`config.mk`:
```
export PLATFORM = sky130hd
export DESIGN_NAME = lpi_ctrl
export DESIGN_NICKNAME = d
export VERILOG_FILES = /design/src/rtl/lpi_pkg.sv /design/src/rtl/lpi_dur_sel.sv /design/src/rtl/lpi_phase_cnt.sv /design/src/rtl/lpi_fsm.sv /design/src/rtl/lpi_ctrl.sv
export SDC_FILE = /design/constraint.sdc
export NUM_CORES = 1
export LEC_CHECK = 0
export BUFFER_PORTS_ARGS = -buffer_cell sky130_fd_sc_hd__buf_2
export CAP_MARGIN = 25
export CORE_MARGIN = 2
export CORE_UTILIZATION = 47
export CTS_CLUSTER_DIAMETER = 50
export DETAILED_ROUTE_END_ITERATION = 6
export PLACE_DENSITY = 0.78
export SYNTH_ARGS = -nofsm -noshare
export SYNTH_HDL_FRONTEND = slang
export SYNTH_SLANG_ARGS = --single-unit
```
`constraint.sdc`:
```
create_clock -name clk -period 3.3 [get_ports clk]
set_input_delay 0.165 -clock clk [delete_from_list [all_inputs] [get_ports clk]]
set_output_delay 0.165 -clock clk [all_outputs]
set_load 0.02 [all_outputs]
```
`src/rtl/lpi_pkg.sv`:
```
package lpi_pkg;

    typedef enum logic [2:0] {
        ST_ACTIVE  = 3'd0,
        ST_REQ     = 3'd1,
        ST_SLEEP   = 3'd2,
        ST_LPI     = 3'd3,
        ST_REFRESH = 3'd4,
        ST_WAKE    = 3'd5
    } lpi_state_e;

    typedef enum logic [1:0] {
        SPD_100M   = 2'd0,
        SPD_1G     = 2'd1,
        SPD_10G    = 2'd2,
        SPD_CUSTOM = 2'd3
    } lpi_speed_e;

    // Minimum durations in nanoseconds for the fixed speed codes
    localparam int unsigned SLEEP_NS_100M = 200000;
    localparam int unsigned WAKE_NS_100M  = 30000;
    localparam int unsigned SLEEP_NS_1G   = 182000;
    localparam int unsigned WAKE_NS_1G    = 16000;
    localparam int unsigned SLEEP_NS_10G  = 2880;
    localparam int unsigned WAKE_NS_10G   = 4480;

    // Round up so a minimum duration is never shortened
    function automatic int unsigned ns_to_cycles(input int unsigned ns, input int unsigned mhz);
        return (ns * mhz + 999) / 1000;
    endfunction

endpackage

```
`src/rtl/lpi_dur_sel.sv`:
```
module lpi_dur_sel
    import lpi_pkg::*;
#(
    parameter int CNT_W   = 24,
    parameter int CLK_MHZ = 100
) (
    input  logic [1:0]       speed_i,
    input  logic [CNT_W-1:0] cfg_sleep_i,
    input  logic [CNT_W-1:0] cfg_wake_i,
    output logic [CNT_W-1:0] sleep_cyc_o,
    output logic [CNT_W-1:0] wake_cyc_o
);

    localparam logic [CNT_W-1:0] SLP_100M = CNT_W'(ns_to_cycles(SLEEP_NS_100M, CLK_MHZ));
    localparam logic [CNT_W-1:0] WK_100M  = CNT_W'(ns_to_cycles(WAKE_NS_100M,  CLK_MHZ));
    localparam logic [CNT_W-1:0] SLP_1G   = CNT_W'(ns_to_cycles(SLEEP_NS_1G,   CLK_MHZ));
    localparam logic [CNT_W-1:0] WK_1G    = CNT_W'(ns_to_cycles(WAKE_NS_1G,    CLK_MHZ));
    localparam logic [CNT_W-1:0] SLP_10G  = CNT_W'(ns_to_cycles(SLEEP_NS_10G,  CLK_MHZ));
    localparam logic [CNT_W-1:0] WK_10G   = CNT_W'(ns_to_cycles(WAKE_NS_10G,   CLK_MHZ));

    // speed code selects the sleep/wake lengths
    always_comb begin
        unique case (lpi_speed_e'(speed_i))
            SPD_100M: begin sleep_cyc_o = SLP_100M; wake_cyc_o = WK_100M; end
            SPD_1G:   begin sleep_cyc_o = SLP_1G;   wake_cyc_o = WK_1G;   end
            SPD_10G:  begin sleep_cyc_o = SLP_10G;  wake_cyc_o = WK_10G;  end
            default:  begin sleep_cyc_o = cfg_sleep_i; wake_cyc_o = cfg_wake_i; end
        endcase
    end

endmodule

```
`src/rtl/lpi_phase_cnt.sv`:
```
module lpi_phase_cnt #(
    parameter int CNT_W = 24
) (
    input  logic             clk,
    input  logic             rst,
    input  logic             clr_i,
    input  logic             inc_i,
    input  logic [CNT_W-1:0] limit_i,
    output logic             done_o
);

    logic [CNT_W-1:0] cnt_q;
    logic [CNT_W:0]   cnt_plus1;

    assign cnt_plus1 = {1'b0, cnt_q} + (CNT_W+1)'(1);
    // done in the cycle whose count completes the limit; 0 behaves as 1
    assign done_o    = cnt_plus1 >= {1'b0, limit_i};

    always_ff @(posedge clk) begin
        if (rst || clr_i) begin
            cnt_q <= '0;
        end else if (inc_i) begin
            cnt_q <= cnt_plus1[CNT_W-1:0];
        end
    end

    // a counted phase ends before the counter can wrap
    assert_no_overflow_R4: assert property (@(posedge clk) disable iff (rst)
        (inc_i && !clr_i) |-> (cnt_q != '1));

endmodule

```
`src/rtl/lpi_fsm.sv`:
```
module lpi_fsm
    import lpi_pkg::*;
#(
    parameter int CNT_W = 24
) (
    input  logic             clk,
    input  logic             rst,
    input  logic             tx_req_i,
    input  logic             lp_ack_i,
    input  logic [CNT_W-1:0] idle_cyc_i,
    input  logic [CNT_W-1:0] ack_cyc_i,
    input  logic [CNT_W-1:0] sleep_cyc_i,
    input  logic [CNT_W-1:0] wake_cyc_i,
    input  logic [CNT_W-1:0] rf_len_i,
    input  logic             ph_done_i,
    input  logic             rf_done_i,
    output logic [CNT_W-1:0] ph_limit_o,
    output logic             ph_clr_o,
    output logic             ph_inc_o,
    output logic             rf_clr_o,
    output logic             rf_inc_o,
    output logic             tx_grant_o,
    output logic             lp_req_o,
    output logic [2:0]       state_o,
    output logic             lpi_entry_o
);

    lpi_state_e st_q, st_d;
    logic       pend_q;
    logic       entry_q, entry_d;

    // state register
    always_ff @(posedge clk) begin
        if (rst) begin
            st_q    <= ST_ACTIVE;
            entry_q <= 1'b0;
            pend_q  <= 1'b0;
        end else begin
            st_q    <= st_d;
            entry_q <= entry_d;
            pend_q  <= (st_q == ST_SLEEP) && (st_d == ST_SLEEP) && (pend_q || tx_req_i);
        end
    end

    // next state and counter control
    always_comb begin
        st_d     = st_q;
        entry_d  = 1'b0;
        ph_clr_o = 1'b1;
        ph_inc_o = 1'b0;
        rf_clr_o = 1'b1;
        rf_inc_o = 1'b0;
        unique case (st_q)
            ST_ACTIVE: begin
                if (tx_req_i) begin
                    st_d = ST_ACTIVE;
                end else if (ph_done_i) begin
                    st_d = ST_REQ;
                end else begin
                    ph_clr_o = 1'b0;
                    ph_inc_o = 1'b1;
                end
            end
            ST_REQ: begin
                if (tx_req_i) begin
                    st_d = ST_ACTIVE;
                end else if (lp_ack_i) begin
                    st_d = ST_SLEEP;
                end else if (ph_done_i) begin
                    st_d = ST_ACTIVE;
                end else begin
                    ph_clr_o = 1'b0;
                    ph_inc_o = 1'b1;
                end
            end
            ST_SLEEP: begin
                if (ph_done_i) begin
                    if (pend_q || tx_req_i) begin
                        st_d = ST_WAKE;
                    end else begin
                        st_d    = ST_LPI;
                        entry_d = 1'b1;
                    end
                end else begin
                    ph_clr_o = 1'b0;
                    ph_inc_o = 1'b1;
                end
            end
            ST_LPI: begin
                if (tx_req_i) begin
                    st_d = ST_WAKE;
                end else if (rf_done_i) begin
                    st_d = ST_REFRESH;
                end else begin
                    rf_clr_o = 1'b0;
                    rf_inc_o = 1'b1;
                end
            end
            ST_REFRESH: begin
                if (tx_req_i) begin
                    st_d = ST_WAKE;
                end else if (ph_done_i) begin
                    st_d    = ST_LPI;
                    entry_d = 1'b1;
                end else begin
                    ph_clr_o = 1'b0;
                    ph_inc_o = 1'b1;
                end
            end
            ST_WAKE: begin
                if (ph_done_i) begin
                    st_d = ST_ACTIVE;
                end else begin
                    ph_clr_o = 1'b0;
                    ph_inc_o = 1'b1;
                end
            end
            default: st_d = ST_ACTIVE;
        endcase
    end

    // outputs
    always_comb begin
        unique case (st_q)
            ST_ACTIVE:  ph_limit_o = idle_cyc_i;
            ST_REQ:     ph_limit_o = ack_cyc_i;
            ST_SLEEP:   ph_limit_o = sleep_cyc_i;
            ST_REFRESH: ph_limit_o = rf_len_i;
            ST_WAKE:    ph_limit_o = wake_cyc_i;
            default:    ph_limit_o = '0;
        endcase
        tx_grant_o  = !rst && (st_q == ST_ACTIVE) && tx_req_i;
        lp_req_o    = (st_q == ST_REQ) || (st_q == ST_SLEEP) || (st_q == ST_REFRESH);
        state_o     = st_q;
        lpi_entry_o = entry_q;
    end

    assert_reset_state_R1: assert property (@(posedge clk)
        rst |=> (st_q == ST_ACTIVE) && !entry_q);

    assert_req_exit_R3: assert property (@(posedge clk) disable iff (rst)
        (st_q == ST_REQ) |=> (st_q inside {ST_REQ, ST_SLEEP, ST_ACTIVE}));

    assert_sleep_no_abort_R5: assert property (@(posedge clk) disable iff (rst)
        (st_q == ST_SLEEP) |=> (st_q inside {ST_SLEEP, ST_LPI, ST_WAKE}));

    assert_grant_active_R6: assert property (@(posedge clk) disable iff (rst)
        tx_grant_o |-> (st_q == ST_ACTIVE));

    assert_wake_exit_R6: assert property (@(posedge clk) disable iff (rst)
        (st_q == ST_WAKE) |=> (st_q inside {ST_WAKE, ST_ACTIVE}));

    assert_entry_in_lpi_R9: assert property (@(posedge clk) disable iff (rst)
        lpi_entry_o |-> (st_q == ST_LPI));

    assert_entry_single_R9: assert property (@(posedge clk) disable iff (rst)
        lpi_entry_o |=> !lpi_entry_o);

endmodule

```
`src/rtl/lpi_ctrl.sv`:
```
module lpi_ctrl
    import lpi_pkg::*;
#(
    parameter int CNT_W   = 24,
    parameter int CLK_MHZ = 100
) (
    input  logic             clk,
    input  logic             rst,
    input  logic [1:0]       speed_i,
    input  logic [CNT_W-1:0] cfg_idle_cyc_i,
    input  logic [CNT_W-1:0] cfg_ack_cyc_i,
    input  logic [CNT_W-1:0] cfg_sleep_cyc_i,
    input  logic [CNT_W-1:0] cfg_wake_cyc_i,
    input  logic [CNT_W-1:0] cfg_rf_period_i,
    input  logic [CNT_W-1:0] cfg_rf_len_i,
    input  logic             tx_req_i,
    output logic             tx_grant_o,
    output logic             lp_req_o,
    input  logic             lp_ack_i,
    output logic [2:0]       state_o,
    output logic             lpi_entry_o
);

    logic [CNT_W-1:0] sleep_cyc, wake_cyc, ph_limit;
    logic             ph_clr, ph_inc, ph_done;
    logic             rf_clr, rf_inc, rf_done;

    lpi_dur_sel #(.CNT_W(CNT_W), .CLK_MHZ(CLK_MHZ)) u_dur (
        .speed_i     (speed_i),
        .cfg_sleep_i (cfg_sleep_cyc_i),
        .cfg_wake_i  (cfg_wake_cyc_i),
        .sleep_cyc_o (sleep_cyc),
        .wake_cyc_o  (wake_cyc)
    );

    // shared phase counter: idle, ack wait, sleep, refresh, wake
    lpi_phase_cnt #(.CNT_W(CNT_W)) u_phase (
        .clk     (clk),
        .rst     (rst),
        .clr_i   (ph_clr),
        .inc_i   (ph_inc),
        .limit_i (ph_limit),
        .done_o  (ph_done)
    );

    // refresh interval timer, counts only in LPI
    lpi_phase_cnt #(.CNT_W(CNT_W)) u_refresh (
        .clk     (clk),
        .rst     (rst),
        .clr_i   (rf_clr),
        .inc_i   (rf_inc),
        .limit_i (cfg_rf_period_i),
        .done_o  (rf_done)
    );

    lpi_fsm #(.CNT_W(CNT_W)) u_fsm (
        .clk         (clk),
        .rst         (rst),
        .tx_req_i    (tx_req_i),
        .lp_ack_i    (lp_ack_i),
        .idle_cyc_i  (cfg_idle_cyc_i),
        .ack_cyc_i   (cfg_ack_cyc_i),
        .sleep_cyc_i (sleep_cyc),
        .wake_cyc_i  (wake_cyc),
        .rf_len_i    (cfg_rf_len_i),
        .ph_done_i   (ph_done),
        .rf_done_i   (rf_done),
        .ph_limit_o  (ph_limit),
        .ph_clr_o    (ph_clr),
        .ph_inc_o    (ph_inc),
        .rf_clr_o    (rf_clr),
        .rf_inc_o    (rf_inc),
        .tx_grant_o  (tx_grant_o),
        .lp_req_o    (lp_req_o),
        .state_o     (state_o),
        .lpi_entry_o (lpi_entry_o)
    );

endmodule

```
==> results of run 1 <==
## registers in the layout (all words and copies together) (netlist names)
name / count
u_fsm.lpi_entry_o: 1
u_fsm.state_o: 3
u_phase.cnt_q: 24
u_fsm.pend_q: 1
u_refresh.cnt_q: 24
## timing repair
item                                    CTS  global route
buffers inserted                          0             6
pin swaps                                 4            18
resized for setup                         3            34
endpoints found under the setup margin   27            52
gates cloned                              0             1
hold buffers                              0             0
## logic make-up after synthesis
| group | count (synthesis) | share of synthesized area [%] |
|---|---|---|
| AOI/OAI and AO/OA | 121 | 17.66 |
| xor gates and xnor gates | 44 | 8.191 |
| adders and majority gates | 55 | 14.63 |
| buffers and inverters | 59 | 5.053 |
| DFF | 53 | 22.55 |
| muxes | 19 | 4.043 |
| and+or+nand+nor | 242 | 27.87 |
## report_power, final
part / switching (mW) / leakage (nW) / total, mW / internal [mW]
clock network: 0.217 / 0.0542 / 0.407 / 0.190
logic: 0.107 / 2.47 / 0.226 / 0.119
registers: 0.000850 / 0.435 / 0.639 / 0.639
total: 0.325 / 2.96 / 1.27 / 0.948
## cell type report
class                           instances  area [sq um]
Clock inverter                          1         5.005
Inverter                               37         138.9
Sequential cell                        53          1085
Timing Repair Buffer                  207          1259
Clock buffer                            7         96.34
Tap cell                              133         166.4
Fill cell                             848          3461
Multi-Input combinational cell        481          3518
## worst register-to-register path, cell delays in order, from the launching register on
cell       delay, ns
dfxtp_1         0.42
nor2b_1         0.25
buf_12          0.18
nand2_1         0.06
o21ai_0         0.14
a222oi_1        0.15
buf_4           0.16
ha_1            0.28
a21oi_1         0.20
o21ai_0         0.15
a221oi_2        0.29
nand4_2         0.22
a2111oi_2       0.30
nand4bb_1       0.17
nor4b_2         0.21
## cells in the mapped netlist, drive strengths merged (3+ instances only)
library cell	instances	area, sq um
nor2b	53	331.6
nand2	55	206.5
inv	37	138.9
o21bai	3	22.52
clkbuf	10	37.54
nor2	51	193.9
xor2	17	148.9
a21oi	33	176.4
nand2b	6	37.54
dfxtp	53	1061
a222oi	16	160.2
buf	12	61.30
nand3	20	110.1
a21o	3	22.52
xnor2	27	236.5
o211ai	4	30.03
o21ai	30	150.1
mux2i	19	190.2
nand4	22	156.4
o221ai	3	26.28
a221oi	3	26.28
and3	5	31.28
nor4	4	46.29
a22oi	6	45.04
nor3	12	71.32
and4	5	45.04
ha	55	688.2
a211oi	8	60.06
## through the flow
stage               power (mW)  cells  hold WS (ns)  worst slack, ns
floorplan               0.7507    593        0.3747          0.04081
global placement        0.8711    904        0.4596         0.007899
detailed placement      0.8759    904        0.4635         -0.05881
CTS                      1.275    912        0.1218        -0.006827
global route             1.328    919        0.1289          -0.1475
finish                   1.273    919        0.1378          0.03142
## layer usage
layer  routed length, um  track usage, %  part of all wire [%]
met1                6043           30.49                    43
met2                7209           46.01                    51
met3                 704           3.321                   5.0
met4                 210           5.888                   1.5
met5                   0               0                     0
## worst min path at each step
stage	to	slack, ns
finish	u_fsm.state_o[0]$_SDFF_PP0_	0.14
global route	u_fsm.state_o[0]$_SDFF_PP0_	0.13
CTS	u_fsm.state_o[0]$_SDFF_PP0_	0.12
detailed placement	u_fsm.state_o[0]$_SDFF_PP0_	0.46
global placement	u_fsm.state_o[0]$_SDFF_PP0_	0.46
floorplan	u_fsm.state_o[1]$_SDFF_PP0_	0.37
==> reports/results.tsv, run 1 <==
metric	value	unit
outcome	finished, final reports clean	
setup_tns	0	ns
synthFlopType	dfxtp_1	
critPathTopFamily	compound AO/OA/AOI/OAI gates	
path_clk_slew	0.10	ns
syn2layout_area_growth	33.24	%
htreeDepth	2	
start_util	48.35	%
required	3.52	ns
crit_path_cell_trace	nor2b_1 -> buf_12 -> nand2_1 -> o21ai_0 -> a222oi_1 -> buf_4 -> ha_1 -> a21oi_1 -> o21ai_0 -> a221oi_2 -> nand4_2 -> a2111oi_2 -> nand4bb_1 -> nor4b_2	
via_count	5083	
synthArstFlopShare	0	%
cts.sinks	53	
worstMarginPinSlew	0.5113	ns
dr.pass1.iters	7	
wl_per_cell	15.41	um
grt_util_all_layers	24.91	%
ff2ff_path_depth	14	
path_buf_inv	2	
via_per_inst	5.531	
max-vdd-ir-drop	0.0001556	V
design_area	6269	sq um
synth_edf_count	0	
cp_max_fo	20	
ys_types	57	
timing.rr.end	u_fsm.pend_q$_SDFF_PP0_	
worstHoldStart	rst	
routed_wl	14170	um
final_cell_mix	155 x buf_2, 54 x nand2_1, 53 x nor2b_1, 53 x ha_1	
antenna_found_initial	0	
die_area	10830	sq um
cp-start-kind	flop	
fin_crit_sh	99.05	%
cts_tree	built	
crit_cells	14	
fin_nets	990	
yosysWarnings	0	
maxCapViolCount	0	
mostFrequentLayoutCell	buf_2	
place.port_buffers	155	
hold_depth	2	
postLayoutCoreUtil	64.43	%
cts_buffers	5	
crit_start	u_fsm.state_o[2]$_SDFF_PP0_	
crit_type	reg2reg	
hold_viol_final	0	
clock_latency	0.31	ns
fin_skew	0.005436	ns
ioPinCount	156	
design.core.area	9729	sq um
antenna_cells	0	
leakage	2.960	nW
slew_headroom	65.91	%
cp.arrival	3.49	ns
grt_pass1_wl	22470	um
placed_cell_area	5967	sq um
setup_viol	0	
synth_area	4705	sq um
max_clock_freq	305.9	MHz
min_period	3.269	ns
cts-root-buf	clkbuf_8	
drt_iter0_markers	329	
r2r-start	u_fsm.state_o[2]$_SDFF_PP0_	
syn_area_per_cell	7.933	sq um
clk_path_buf_depth	2	
grt_pass1_vias	5022	
min_path_type	in2reg	
grt_overflow	0	
reg2reg_slack	0.03	ns
grt_max_degree	25	
power_density	203.0	nW/um^2
rows	36	
synthCells	593	
seq_area_frac_synth	22.55	%
crit_end	u_fsm.pend_q$_SDFF_PP0_	
ys_ff_latch	53	
die_y	104.0	um
rsz0062_at_grt	yes	
syn-num-nets	798	
ant_nets	0	
crit_top_cell	o21ai_0	
routabilityCongestion	0.9969	
fp.dieW	104.0	um
slew_violations	0	
cp_slowest_cell	dfxtp_1	
dp_hpwl	11340	um
drive_gt1_share	33.59	%
route.detailed.drc	0	
max_stage_delay	0.42	ns
end_kind	flop	
Power figures use the tool's default switching activity.
==> run 2: changes to the inputs <==
Settings changed: BUFFER_PORTS_ARGS -buffer_cell sky130_fd_sc_hd__buf_2 to unset, CORE_UTILIZATION 47 to 59, DONT_BUFFER_PORTS set to 1.
==> run 2 against run 1 <==
Against the previous run:
- the run now ends with design-rule violations, negative setup slack left
- non-clock buffer count fell by 149
- hold slack got worse by 0.099 ns
- critical path depth unchanged
- count of clock-buffer cells in the layout decreased by 2
- critical endpoint is now u_fsm.state_o[2]$_SDFF_PP0_
==> reports/results.tsv, run 2 (synthesis gave the netlist of run 1 again) <==
metric	value	unit
place.port_buffers	0	
ff2ff_path_depth	14	
max-vdd-ir-drop	0.0001895	V
die_area	8704	sq um
routed_wl	14030	um
grt_pass1_wl	20630	um
ant_nets	0	
route.detailed.drc	8	
cts_tree	built	
required	3.52	ns
clk_path_buf_depth	2	
max_stage_delay	0.47	ns
via_count	4763	
die_y	93.30	um
design_area	5615	sq um
routabilityCongestion	0.9167	
drive_gt1_share	20.25	%
hold_viol_final	0	
start_util	60.88	%
dr.pass1.iters	7	
setup_tns	-0.04137	ns
dp_hpwl	10640	um
slew_violations	0	
maxCapViolCount	0	
crit_path_cell_trace	and4_2 -> nand2_1 -> nor2_2 -> and2_4 -> nand2_1 -> xnor2_1 -> ha_1 -> nand3_2 -> nor4_4 -> nand4_1 -> a21oi_4 -> nor2_4 -> or4_1 -> o311ai_1	
worstMarginPinSlew	0.4829	ns
crit_type	reg2reg	
cts-root-buf	clkbuf_8	
outcome	finished, violations left	
max_clock_freq	299.3	MHz
antenna_found_initial	0	
clock_latency	0.31	ns
leakage	2.427	nW
setup_viol	1	
cp.arrival	3.56	ns
rows	32	
antenna_cells	0	
grt_overflow	0	
grt_max_degree	25	
end_kind	flop	
hold_depth	2	
power_density	219.5	nW/um^2
cp_max_fo	4	
final_cell_mix	53 x nor2b_1, 53 x ha_1, 52 x nand2_1	
min_path_type	in2reg	
drt_iter0_markers	338	
cp_slowest_cell	or4_1	
fin_nets	841	
syn2layout_area_growth	19.36	%
crit_top_cell	nand2_1	
placed_cell_area	5140	sq um
path_clk_slew	0.10	ns
min_period	3.341	ns
cp-start-kind	flop	
violations	design-rule violations, negative setup slack	
htreeDepth	2	
timing.final.ws_setup	-0.04137	ns
wl_per_cell	18.99	um
slew_headroom	67.81	%
cts.sinks	53	
grt_util_all_layers	29.44	%
fin_skew	0.01611	ns
rsz0062_at_grt	yes	
grt_pass1_vias	4371	
cts_buffers	5	
design.core.area	7727	sq um
fp.dieW	93.30	um
fin_crit_sh	101.3	%
via_per_inst	6.445	
ioPinCount	156	
==> run 2: cell count changes in the layout (fill, tap and decap cells not counted), sizes merged <==
cell	before	now
clkinvlp	0	1
dlygate4sd3	0	2
buf	206	55
clkbuf	8	6
bufinv	0	1
==> run 2: cell type report <==
class,instances,area [sq um]
tap,102,127.6
multi-input combinational,481,3623
sequential,53,1082
clock buffer,5,68.82
timing repair buffer,58,528.0
inverter,37,138.9
fill,592,2112
clock inverter,3,46.29
==> run 2: critical path: cells and delay by family, from the launching register on <==
family,cells,cell delay (ns)
and+or+nand+nor,10,2.00
DFF,1,0.41
adders and majority gates,1,0.36
AOI/OAI and AO/OA,2,0.34
xor gates and xnor gates,1,0.15
==> run 2: final timing paths <==
check                                                     start                               to  slack, ns
worst max-delay path             u_phase.cnt_q[11]$_SDFFE_PP0P_      u_fsm.state_o[2]$_SDFF_PP0_      -0.04
worst max register to register   u_phase.cnt_q[11]$_SDFFE_PP0P_      u_fsm.state_o[2]$_SDFF_PP0_      -0.04
worst min-delay path                                   tx_req_i      u_fsm.state_o[2]$_SDFF_PP0_       0.04
worst min register to register  u_refresh.cnt_q[0]$_SDFFE_PP0P_  u_refresh.cnt_q[0]$_SDFFE_PP0P_       0.46
==> run 2: repair_timing <==
action                     in CTS  in global routing
buffers inserted                2                  8
cloned                          0                  1
pin swaps                       3                 22
resized for setup               5                 56
hold buffers                    1                  1
setup endpoints to repair      52                 52
hold endpoints to repair        5                  4
==> run 2: through the flow <==
step	power, mW	hold WS (ns)	std cells	setup slack [ns]	util (%)
detailed placement	0.7815	0.2419	718	-0.1304	66.52
finish	1.232	0.03851	739	-0.04137	72.67
global route	1.277	0.03013	739	-0.2023	72.67
global placement	0.7751	0.2373	718	0.07477	66.52
CTS	1.224	-0.08993	729	-0.002282	68.62
floorplan	0.7507	0.3747	593	0.04081	-
==> run 2: where the power goes <==
group	switching, mW	internal, mW
clock network	0.230	0.228
logic	0.0738	0.0599
registers	0.00102	0.640
==> run 2: per-layer routing <==
metal  track usage [%]  vias up  part of all wire (%)
li1                  -     2217                     -
met1             39.27     2280                    40
met2             47.54      234                    49
met3             6.527       32                   8.8
met4             8.946        0                   2.0
met5                 0        -                     0
==> run 3: changes to the inputs <==
Settings changed: CORE_UTILIZATION 59 to 61.
Clock period 3.3 ns to 4.15 ns, I/O delays scaled along.
==> run 3 against run 2 <==
Against the previous run:
- the run now ends clean
- clock skew is 0.0083 ns lower
- combinational power is 28% lower
- total power is 21% lower
- sequential share of layout area is 2.2 points higher
- critical endpoint unchanged
- highest routed layer unchanged
==> reports/results.tsv, run 3 (synthesis gave the netlist of run 1 again) <==
metric	value	unit
outcome	finished, final reports clean	
grt_pass1_wl	19640	um
start_util	61.84	%
path_clk_slew	0.09	ns
slew_violations	0	
route.detailed.drc	0	
design.core.area	7607	sq um
htreeDepth	2	
worstMarginPinSlew	0.5168	ns
dp.cells	683	
required	4.36	ns
grt_overflow	0	
place.port_buffers	0	
drt_iter0_markers	319	
grt_util_all_layers	28.61	%
fin_skew	0.007815	ns
rsz0062_at_grt	no	
maxCapViolCount	0	
cp.arrival	3.83	ns
grt_max_degree	25	
grt_pass1_vias	4111	
cts_setup_buffers	0	
syn2layout_area_growth	5.106	%
path_buf_inv	0	
crit_path_cell_trace	and4_1 -> nand4_1 -> nor2_1 -> and2_1 -> nand4_1 -> xnor2_1 -> ha_1 -> nand4_1 -> nor4_2 -> nand4_1 -> a21oi_4 -> nor2_2 -> or4_1 -> o311ai_1	
die_y	91.82	um
antenna_found_initial	0	
power_density	196.0	nW/um^2
max_stage_delay	0.46	ns
ioPinCount	156	
ant_nets	0	
dp_slack	0.4600	ns
fp.dieW	91.82	um
via_per_inst	6.342	
cp-start-kind	flop	
clk_path_buf_depth	2	
final_cell_mix	55 x nand2_1, 55 x ha_1, 53 x nor2b_1	
design_area	4945	sq um
leakage	2.048	nW
max-vdd-ir-drop	0.0001407	V
rows	32	
setup_tns	0	ns
clock_latency	0.31	ns
dp_hpwl	10100	um
dr.pass1.iters	6	
setup_viol	0	
die_area	8431	sq um
timing.final.ws_setup	0.5309	ns
min_path_type	in2reg	
slew_headroom	65.28	%
placed_cell_area	4810	sq um
fin_crit_sh	87.21	%
routabilityCongestion	0.9215	
antenna_cells	0	
cts-root-buf	clkbuf_8	
max_clock_freq	276.3	MHz
wl_per_cell	18.01	um
routed_wl	12470	um
crit_top_cell	nand4_1	
cp_slowest_cell	or4_1	
fin_nets	794	
cp_max_fo	6	
min_period	3.619	ns
drive_gt1_share	5.763	%
cts_buffers	5	
hold_viol_final	0	
critPathTopFamily	simple AND/OR/NAND/NOR gates	
total_power	969.1	uW
crit_type	reg2reg	
via_count	4389	
instances_no_fill	692	
cts_tree	built	
end_kind	flop	
cts.sinks	53	
[run 3: changes by cell type in the layout (fill, tap and decap cells not counted), sizes merged]
cell	delta
buf	-45
clkbuf	+1
clkinv	-1
clkinvlp	-1
dlygate4sd3	-1
[run 3: metal layers]
metal / wire length (um) / up-vias / track usage [%]
li1: - / 2126 / -
met5: 0 / - / 0
met4: 214 / 0 / 7.711
met2: 5733 / 202 / 45.28
met1: 5431 / 2043 / 39.84
met3: 1086 / 18 / 5.670
[run 3: cell type report]
cell class                      count  area [sq um]
Multi-Input combinational cell    481          3415
Fill cell                         651          2663
Sequential cell                    53          1062
Inverter                           37         138.9
Tap cell                          102         127.6
Clock buffer                        7         86.33
Timing Repair Buffer               11         85.08
Clock inverter                      1         30.03
[run 3: path summary, 6_finish.rpt]
path                                                       from                         endpoint  slack [ns]  depth (start not counted)
worst max-delay path              u_phase.cnt_q[2]$_SDFFE_PP0P_      u_fsm.state_o[2]$_SDFF_PP0_        0.53                         14
worst min-delay path                                        rst      u_fsm.state_o[2]$_SDFF_PP0_        0.04                          1
worst max register to register    u_phase.cnt_q[2]$_SDFFE_PP0P_      u_fsm.state_o[2]$_SDFF_PP0_        0.53                         14
worst min register to register  u_refresh.cnt_q[0]$_SDFFE_PP0P_  u_refresh.cnt_q[0]$_SDFFE_PP0P_        0.50                          1
[run 3: what timing repair did]
action	in CTS	in global routing
hold buffers	1	0
hold endpoints to repair	3	0
endpoints found under the setup margin	0	20
resized for setup	0	1
[run 3: metrics by stage]
stage	util [%]	hold WS, ns
global placement	63.22	0.2763
CTS	64.88	0.03417
global route	65.00	0.03727
detailed placement	63.22	0.2764
floorplan	-	0.4172
finish	65.00	0.04112
[run 3: power by group]
group	switching, mW	internal [mW]	leakage [nW]
combinational	0.0553	0.0417	1.56
sequential	0.00122	0.509	0.427
clock	0.165	0.197	0.0585
total	0.222	0.747	2.05
[run 3: worst register-to-register path, cell delays in order (launching register included)]
cell,delay (ns)
dfxtp_1,0.42
and4_1,0.32
nand4_1,0.19
nor2_1,0.20
and2_1,0.24
nand4_1,0.14
xnor2_1,0.18
ha_1,0.31
nand4_1,0.15
nor4_2,0.34
nand4_1,0.20
a21oi_4,0.18
nor2_2,0.10
or4_1,0.47
o311ai_1,0.10
